File: src/rtl/push_pkg.sv
package push_pkg;

  typedef enum logic [1:0] {
    SRC_MASK      = 2'd0,
    SRC_SHORT     = 2'd1,
    SRC_WIDE_LIST = 2'd2,
    SRC_WIDE_ONE  = 2'd3
  } push_src_e;

  typedef enum logic [1:0] {
    ST_IDLE   = 2'd0,
    ST_STORE  = 2'd1,
    ST_FINISH = 2'd2
  } push_state_e;

  localparam int unsigned REG_SP = 13;
  localparam int unsigned REG_LR = 14;
  localparam int unsigned REG_PC = 15;

endpackage

File: src/rtl/push_decode.sv
module push_decode #(
  parameter int unsigned INSTR_W = 32,
  parameter int unsigned MASK_W  = 16
) (
  input  push_pkg::push_src_e  src_i,
  input  logic [INSTR_W-1:0]   instr_i,
  output logic [MASK_W-1:0]    mask_o
);
  import push_pkg::*;

  localparam logic [6:0]  SHORT_TAG     = 7'b1011010;
  localparam logic [15:0] WIDE_LIST_TAG = 16'hE92D;
  localparam logic [15:0] WIDE_ONE_TAG  = 16'hF84D;
  localparam logic [11:0] WIDE_ONE_TAIL = 12'hD04;

  always_comb begin
    mask_o = '0;
    case (src_i)
      SRC_MASK: mask_o = instr_i[MASK_W-1:0];
      SRC_SHORT: begin
        if (instr_i[15:9] == SHORT_TAG) begin
          mask_o[7:0]    = instr_i[7:0];
          mask_o[REG_LR] = instr_i[8];
        end
      end
      SRC_WIDE_LIST: begin
        if (instr_i[31:16] == WIDE_LIST_TAG) mask_o = instr_i[MASK_W-1:0];
      end
      SRC_WIDE_ONE: begin
        if (instr_i[31:16] == WIDE_ONE_TAG && instr_i[11:0] == WIDE_ONE_TAIL)
          mask_o[instr_i[15:12]] = 1'b1;
      end
      default: mask_o = '0;
    endcase
  end

endmodule

File: src/rtl/push_pick.sv
module push_pick #(
  parameter int unsigned W     = 16,
  parameter int unsigned IDX_W = $clog2(W)
) (
  input  logic [W-1:0]     mask_i,
  output logic [IDX_W-1:0] idx_o,
  output logic             any_o
);
  always_comb begin
    idx_o = '0;
    for (int i = W - 1; i >= 0; i--) begin
      if (mask_i[i]) idx_o = IDX_W'(i);
    end
  end

  assign any_o = |mask_i;

endmodule

File: src/rtl/push_count.sv
module push_count #(
  parameter int unsigned W     = 16,
  parameter int unsigned CNT_W = $clog2(W + 1)
) (
  input  logic [W-1:0]     mask_i,
  output logic [CNT_W-1:0] cnt_o
);
  always_comb begin
    cnt_o = '0;
    for (int i = 0; i < W; i++) begin
      cnt_o = cnt_o + CNT_W'(mask_i[i]);
    end
  end

endmodule

File: src/rtl/push_store_fsm.sv
module push_store_fsm #(
  parameter int unsigned ADDR_W     = 32,
  parameter int unsigned DATA_W     = 32,
  parameter int unsigned MASK_W     = 16,
  parameter int unsigned WORD_BYTES = 4
) (
  input  logic                      clk_i,
  input  logic                      rst_ni,
  input  logic                      start_i,
  input  logic [MASK_W-1:0]         mask_i,
  input  logic [ADDR_W-1:0]         sp_i,
  input  logic [DATA_W-1:0]         pc_val_i,
  output logic [$clog2(MASK_W)-1:0] rf_rd_idx_o,
  input  logic [DATA_W-1:0]         rf_rd_data_i,
  output logic                      mem_valid_o,
  input  logic                      mem_ready_i,
  output logic [ADDR_W-1:0]         mem_addr_o,
  output logic [DATA_W-1:0]         mem_data_o,
  output logic                      busy_o,
  output logic                      done_o,
  output logic                      sp_wr_en_o,
  output logic [ADDR_W-1:0]         sp_wr_data_o
);
  import push_pkg::*;

  localparam int unsigned IDX_W   = $clog2(MASK_W);
  localparam int unsigned CNT_W   = $clog2(MASK_W + 1);
  localparam int unsigned SHIFT   = $clog2(WORD_BYTES);
  localparam logic [IDX_W-1:0] IDX_SP = IDX_W'(REG_SP);
  localparam logic [IDX_W-1:0] IDX_PC = IDX_W'(REG_PC);

  push_state_e       state_q, state_d;
  logic [MASK_W-1:0] left_q, left_d;
  logic [IDX_W-1:0]  low_q;
  logic [ADDR_W-1:0] addr_q, addr_d;
  logic [ADDR_W-1:0] base_q, sp_orig_q;
  logic              nonempty_q;

  logic [CNT_W-1:0]  cnt_start;
  logic [IDX_W-1:0]  low_start, cur_idx;
  logic              any_start, any_left;
  logic              take, fire;
  logic [ADDR_W-1:0] base_start;

  push_count #(.W(MASK_W), .CNT_W(CNT_W)) u_count (
    .mask_i (mask_i),
    .cnt_o  (cnt_start)
  );

  push_pick #(.W(MASK_W), .IDX_W(IDX_W)) u_pick_start (
    .mask_i (mask_i),
    .idx_o  (low_start),
    .any_o  (any_start)
  );

  push_pick #(.W(MASK_W), .IDX_W(IDX_W)) u_pick_left (
    .mask_i (left_q),
    .idx_o  (cur_idx),
    .any_o  (any_left)
  );

  assign take       = start_i && (state_q == ST_IDLE);
  assign fire       = (state_q == ST_STORE) && mem_ready_i;
  assign base_start = sp_i - (ADDR_W'(cnt_start) << SHIFT);

  // next-state logic
  always_comb begin
    state_d = state_q;
    left_d  = left_q;
    addr_d  = addr_q;
    case (state_q)
      ST_IDLE: begin
        if (take) begin
          left_d  = mask_i;
          addr_d  = base_start;
          state_d = any_start ? ST_STORE : ST_FINISH;
        end
      end
      ST_STORE: begin
        if (fire) begin
          left_d = left_q & ~(MASK_W'(1) << cur_idx);
          addr_d = addr_q + ADDR_W'(WORD_BYTES);
          if (left_d == '0) state_d = ST_FINISH;
        end
      end
      ST_FINISH: state_d = ST_IDLE;
      default:   state_d = ST_IDLE;
    endcase
  end

  // state register
  always_ff @(posedge clk_i or negedge rst_ni) begin
    if (!rst_ni) begin
      state_q <= ST_IDLE;
      left_q  <= '0;
      addr_q  <= '0;
    end else begin
      state_q <= state_d;
      left_q  <= left_d;
      addr_q  <= addr_d;
    end
  end

  // request context, loaded only when a start is taken
  always_ff @(posedge clk_i or negedge rst_ni) begin
    if (!rst_ni) begin
      low_q      <= '0;
      base_q     <= '0;
      sp_orig_q  <= '0;
      nonempty_q <= 1'b0;
    end else if (take) begin
      low_q      <= low_start;
      base_q     <= base_start;
      sp_orig_q  <= sp_i;
      nonempty_q <= any_start;
    end
  end

  // store data selection
  always_comb begin
    if (cur_idx == IDX_PC)      mem_data_o = pc_val_i;
    else if (cur_idx == IDX_SP) mem_data_o = (low_q == IDX_SP) ? sp_orig_q : '0;
    else                        mem_data_o = rf_rd_data_i;
  end

  assign rf_rd_idx_o  = cur_idx;
  assign mem_valid_o  = (state_q == ST_STORE);
  assign mem_addr_o   = addr_q;
  assign busy_o       = (state_q != ST_IDLE);
  assign done_o       = (state_q == ST_FINISH);
  assign sp_wr_en_o   = done_o && nonempty_q;
  assign sp_wr_data_o = base_q;

  // assertions
  assert_hold_R8: assert property (@(posedge clk_i) disable iff (!rst_ni)
    mem_valid_o && !mem_ready_i |=> mem_valid_o && $stable(mem_addr_o) && $stable(rf_rd_idx_o));

  assert_step_R3: assert property (@(posedge clk_i) disable iff (!rst_ni)
    mem_valid_o && mem_ready_i |=> !mem_valid_o || (mem_addr_o == $past(mem_addr_o) + ADDR_W'(WORD_BYTES)));

  assert_order_R3: assert property (@(posedge clk_i) disable iff (!rst_ni)
    mem_valid_o && mem_ready_i |=> !mem_valid_o || (rf_rd_idx_o > $past(rf_rd_idx_o)));

  assert_done_pulse_R4: assert property (@(posedge clk_i) disable iff (!rst_ni)
    done_o |=> !done_o);

  assert_sp_with_done_R4: assert property (@(posedge clk_i) disable iff (!rst_ni)
    sp_wr_en_o |-> done_o && !mem_valid_o);

  assert_end_addr_R4: assert property (@(posedge clk_i) disable iff (!rst_ni)
    done_o && nonempty_q |-> addr_q == sp_orig_q);

  assert_busy_R11: assert property (@(posedge clk_i) disable iff (!rst_ni)
    start_i && !busy_o |=> busy_o);

  assert_ignore_R10: assert property (@(posedge clk_i) disable iff (!rst_ni)
    busy_o && !done_o |=> $stable(sp_wr_data_o));

endmodule

File: src/rtl/push_engine.sv
module push_engine #(
  parameter int unsigned ADDR_W     = 32,
  parameter int unsigned DATA_W     = 32,
  parameter int unsigned INSTR_W    = 32,
  parameter int unsigned MASK_W     = 16,
  parameter int unsigned WORD_BYTES = 4
) (
  input  logic                      clk_i,
  input  logic                      rst_ni,
  input  logic                      start_i,
  input  logic [1:0]                src_i,
  input  logic [INSTR_W-1:0]        instr_i,
  input  logic [ADDR_W-1:0]         sp_i,
  input  logic [DATA_W-1:0]         pc_val_i,
  output logic [$clog2(MASK_W)-1:0] rf_rd_idx_o,
  input  logic [DATA_W-1:0]         rf_rd_data_i,
  output logic                      mem_valid_o,
  input  logic                      mem_ready_i,
  output logic [ADDR_W-1:0]         mem_addr_o,
  output logic [DATA_W-1:0]         mem_data_o,
  output logic                      busy_o,
  output logic                      done_o,
  output logic                      sp_wr_en_o,
  output logic [ADDR_W-1:0]         sp_wr_data_o
);
  import push_pkg::*;

  logic [1:0]        rst_pipe_q;
  logic              rst_n_int;
  logic [MASK_W-1:0] mask;

  // asynchronous assert, synchronous release
  always_ff @(posedge clk_i or negedge rst_ni) begin
    if (!rst_ni) rst_pipe_q <= '0;
    else         rst_pipe_q <= {rst_pipe_q[0], 1'b1};
  end
  assign rst_n_int = rst_pipe_q[1];

  push_decode #(.INSTR_W(INSTR_W), .MASK_W(MASK_W)) u_decode (
    .src_i   (push_src_e'(src_i)),
    .instr_i (instr_i),
    .mask_o  (mask)
  );

  push_store_fsm #(
    .ADDR_W(ADDR_W), .DATA_W(DATA_W), .MASK_W(MASK_W), .WORD_BYTES(WORD_BYTES)
  ) u_fsm (
    .clk_i        (clk_i),
    .rst_ni       (rst_n_int),
    .start_i      (start_i),
    .mask_i       (mask),
    .sp_i         (sp_i),
    .pc_val_i     (pc_val_i),
    .rf_rd_idx_o  (rf_rd_idx_o),
    .rf_rd_data_i (rf_rd_data_i),
    .mem_valid_o  (mem_valid_o),
    .mem_ready_i  (mem_ready_i),
    .mem_addr_o   (mem_addr_o),
    .mem_data_o   (mem_data_o),
    .busy_o       (busy_o),
    .done_o       (done_o),
    .sp_wr_en_o   (sp_wr_en_o),
    .sp_wr_data_o (sp_wr_data_o)
  );

endmodule

File: config.mk
export PLATFORM = sky130hd
export DESIGN_NAME = push_engine
export DESIGN_NICKNAME = d
export VERILOG_FILES = /design/src/rtl/push_pkg.sv /design/src/rtl/push_decode.sv /design/src/rtl/push_pick.sv /design/src/rtl/push_count.sv /design/src/rtl/push_store_fsm.sv /design/src/rtl/push_engine.sv
export SDC_FILE = /design/constraint.sdc
export NUM_CORES = 1
export LEC_CHECK = 0
export ABC_AREA = 1
export BUFFER_PORTS_ARGS = -buffer_cell sky130_fd_sc_hd__buf_2
export CORE_UTILIZATION = 30
export CTS_CLUSTER_SIZE = 28
export DETAILED_ROUTE_END_ITERATION = 7
export PLACE_DENSITY_LB_ADDON = 0.05
export SLEW_MARGIN = 15
export SYNTH_ARGS = -nofsm -noshare
export SYNTH_HDL_FRONTEND = slang
export SYNTH_SLANG_ARGS = --single-unit
File: constraint.sdc
create_clock -name clk_i -period 4.8 [get_ports clk_i]
set_clock_uncertainty 0.15 [all_clocks]
set_input_delay 0.96 -clock clk_i [delete_from_list [all_inputs] [get_ports clk_i]]
set_output_delay 0.96 -clock clk_i [all_outputs]
set_load 0.01 [all_outputs]
==> results.md <==
- I/O pins: 238
- Die Height: 170.3 µm
- Syn Area/Cell: 7.056 µm²
- Vias in the first global route: 8660
- Htree depth: 4
- CP most frequent cell: fa_1
- Slowest-stage cell, CP: fa_1
- Worst hold path class: reg2async
- Sum Neg Setup Slack: -97.03 ns
- Post-synthesis mux area share: 4.238%
- Post-layout minimum cycle time: 6.864 ns
- Post-route clock period utilization: 143.0%
- Synth Area in Compound Gates: 13.97%
- Root buffer cell: clkbuf_16
- Largest net degree at the start of global routing: 67
- Final setup viols: 58
- Final core utilization: 45.07%
- Routability cong.: 0.8192
- Later-pin clock latency in the skew report: 0.42 ns
- Status: finished, violations left
- Yosys top cell by area: dfrtp_1
- Power per Cell Area: 515.8 nW/µm²
- Crit path max fanout: 5
- Pre-Repair DR Iteration Count: 5
- Startpoint types: input port
- Pre-CTS WS: -2.598 ns
- Critical path class: in2reg
- GRT Resource Usage Total: 21.67%
- Unique cell type count in the Yosys netlist: 50
- Antenna Nets Post-Route: 0
- Crit end category: flip-flop
- Layout cells sized above 1: 39.19%
- DR vias/cell: 4.644
- Mapped Cells: 1205
- Synthesized net count: 1362
- CTS tree: built
- Remaining global-route overflow: 0
- CP arrival: 6.99 ns
- Worst EP required: 4.93 ns
- Clk pin slew, worst setup/hold paths: 0.07 ns
- Post-route setup slack: -2.064 ns
- CP Launch Point: instr_i[0]
- Post-CTS Hold Buffers: 0
- Post-Synth Adder-Cell Area: 4.356%
- Flops & latches, synth: 119
- RR Startpoint: u_fsm.left_q[14]
- Die area: 29020 µm²
- Max Slew Vio Count: 0
- IO buf count: 237
- Main combinational cell family by area after synthesis: simple AND/OR/NAND/NOR gates
- Synth area leaders: dfrtp_1 (35%), nand2_1 (16%), inv_1 (6.2%), nor2_1 (5.5%), o21ai_0 (4.8%)
- Layout area overhead: 47.68%
- Maximum VDD drop: 0.0003395 V
- Share of the synthesized area in the top cell type: 35.03%
- Power Total: 6.476 mW
- Max Root-Sink Buffers: 2
- DRC viols: 0
- Drt wl/cell: 15.94 µm
- Simple-Gate Fraction of Synth Area: 28.96%
- Yosys Warn Count: 0
- Die Width: 170.3 µm
- Number of placement rows: 61
- Fill cells: 2916
- Failing checks: negative setup slack
- RSZ-0062 raised after global routing: true
- XOR/XNOR share of the synthesized area: 4.018%
- Wirelength, routed: 31.09 mm
- Worst Hold Slack: 0.1179 ns
- Max Clk Rate: 145.7 MHz
- First-pass GRT wire length: 48.40 mm
- Core Area: 27860 µm²
- Nets: 1716
- Hpwl dp: 23.56 mm
- Inserted Diodes: 0
- Synth Cell Area: 8502 µm²
- Sequential share of the synthesized area: 35.03%
- Final Hold Viols: 0
- Via Count: 9055
- Initial DRC Count: 462
- Max Cap Violations: 0
- Starting density of the core: 30.52%
- TritonCTS Buffers: 17
- Initial antenna violation count: 2
- Slowest stage delay, CP: 0.54 ns
- CTS sink cnt: 119
- Max_slew headroom: 47.94%
- Worst-Margin Slew: 0.7797 ns
- Pleak: 6.278 nW
==> registers in the layout, summed over array words and instances, names as in the netlist <==
name                count
u_fsm.mem_addr_o       32
u_fsm.sp_orig_q        32
u_fsm.sp_wr_data_o     30
u_fsm.left_q           16
u_fsm.low_q             4
rst_pipe_q              2
u_fsm.state_q           2
u_fsm.nonempty_q        1
==> layout by cell type, fill, tap and decap left out, types with 24 or more instances in the layout <==
| cell | synthesis | final |
|---|---|---|
| nand2_1 | 358 | 326 |
| buf_2 | 5 | 235 |
| inv_1 | 140 | 125 |
| buf_4 | 5 | 123 |
| dfrtp_1 | 119 | 118 |
| nor2_1 | 124 | 106 |
| a21oi_1 | 68 | 61 |
| o21ai_0 | 81 | 53 |
| mux2_2 | 32 | 32 |
| nand2_2 | 6 | 29 |
| buf_6 | 5 | 24 |
==> metal layers <==
metal	part of all wire [%]	global-route usage [%]	up-vias
met1	50	31.89	4223
met4	0.70	4.230	2
met3	5.2	3.605	17
li1	-	-	4582
met5	0.042	0	-
met2	44	33.13	231
==> worst max-delay path: cells and delay by family <==
family | cells | cell delay [ns]
AOI/OAI and AO/OA | 8 | 0.94
xor gates and xnor gates | 2 | 0.24
adders and majority gates | 6 | 2.48
buffers and inverters | 9 | 0.90
and+or+nand+nor | 9 | 1.46
==> path summary, 6_finish.rpt <==
path                                   endpoint  cells after the start  slack, ns
max                        u_fsm.mem_addr_o[28]                     34      -2.06
min reg2reg                u_fsm.mem_addr_o[17]                      0       0.12
max in group asynchronous      u_fsm.state_q[1]                      1       3.39
min in group clk_i                rst_pipe_q[1]                      0       0.20
max reg2reg                    u_fsm.state_q[0]                     25       1.75
min                        u_fsm.mem_addr_o[17]                      0       0.12
==> area by class of cell <==
| class | count | area, µm² | share of cell area [%] |
|---|---|---|---|
| well taps | 378 | 473.0 | 3.767 |
| flip-flops and latches | 119 | 2982 | 23.75 |
| clock inverters | 13 | 192.7 | 1.535 |
| inverters | 149 | 564.3 | 4.494 |
| clock buffers | 19 | 452.9 | 3.607 |
| repair buffers | 382 | 2370 | 18.87 |
| multi-input cells | 890 | 5522 | 43.98 |
==> where the power goes <==
part / total, mW / switching [mW] / internal, mW
clock: 1.42 / 0.516 / 0.904
sequential: 1.89 / 0.408 / 1.48
combinational: 3.16 / 1.95 / 1.21
total: 6.48 / 2.87 / 3.60
==> Yosys cell counts (all sizes together) <==
cell,n
nand2,364
fa,11
a21o,1
a31oi,8
ha,12
xnor2,6
nand3b,1
o31ai,2
o32ai,1
inv,149
buf,15
nor4,5
o41ai,1
a2bb2oi,4
clkbuf,32
o21bai,1
a32oi,1
nand4,15
a21oi,70
and2,1
or2,5
a22o,1
nor2,134
nand3,34
o211ai,14
xor2,33
o2111ai,1
a22oi,8
nor3,25
o22ai,7
o21ai,89
a221oi,1
conb,1
dfrtp,119
o21a,1
mux2,32
==> metrics by stage <==
stage / std cells / area [µm²]
after floorplan: 1205 / 8611
after global placement: 1897 / 10990
after detailed placement: 1897 / 10990
after CTS: 1945 / 12140
after global routing: 1950 / 12560
final: 1950 / 12560
==> cell families after synthesis <==
logic type      Yosys count
simple gates            584
compound gates          211
flops                   119
mux                      32
fa+ha+maj                23
other cells               1
xor+xnor                 39
buf+inv                 196
==> repair_timing <==
| action | 4_1_cts | 5_1_grt |
|---|---|---|
| setup endpoints to repair | 60 | 60 |
| pin swaps | 37 | 38 |
| resized for setup | 85 | 91 |
| buffers inserted | 20 | 16 |
Power figures use the tool's default switching activity.
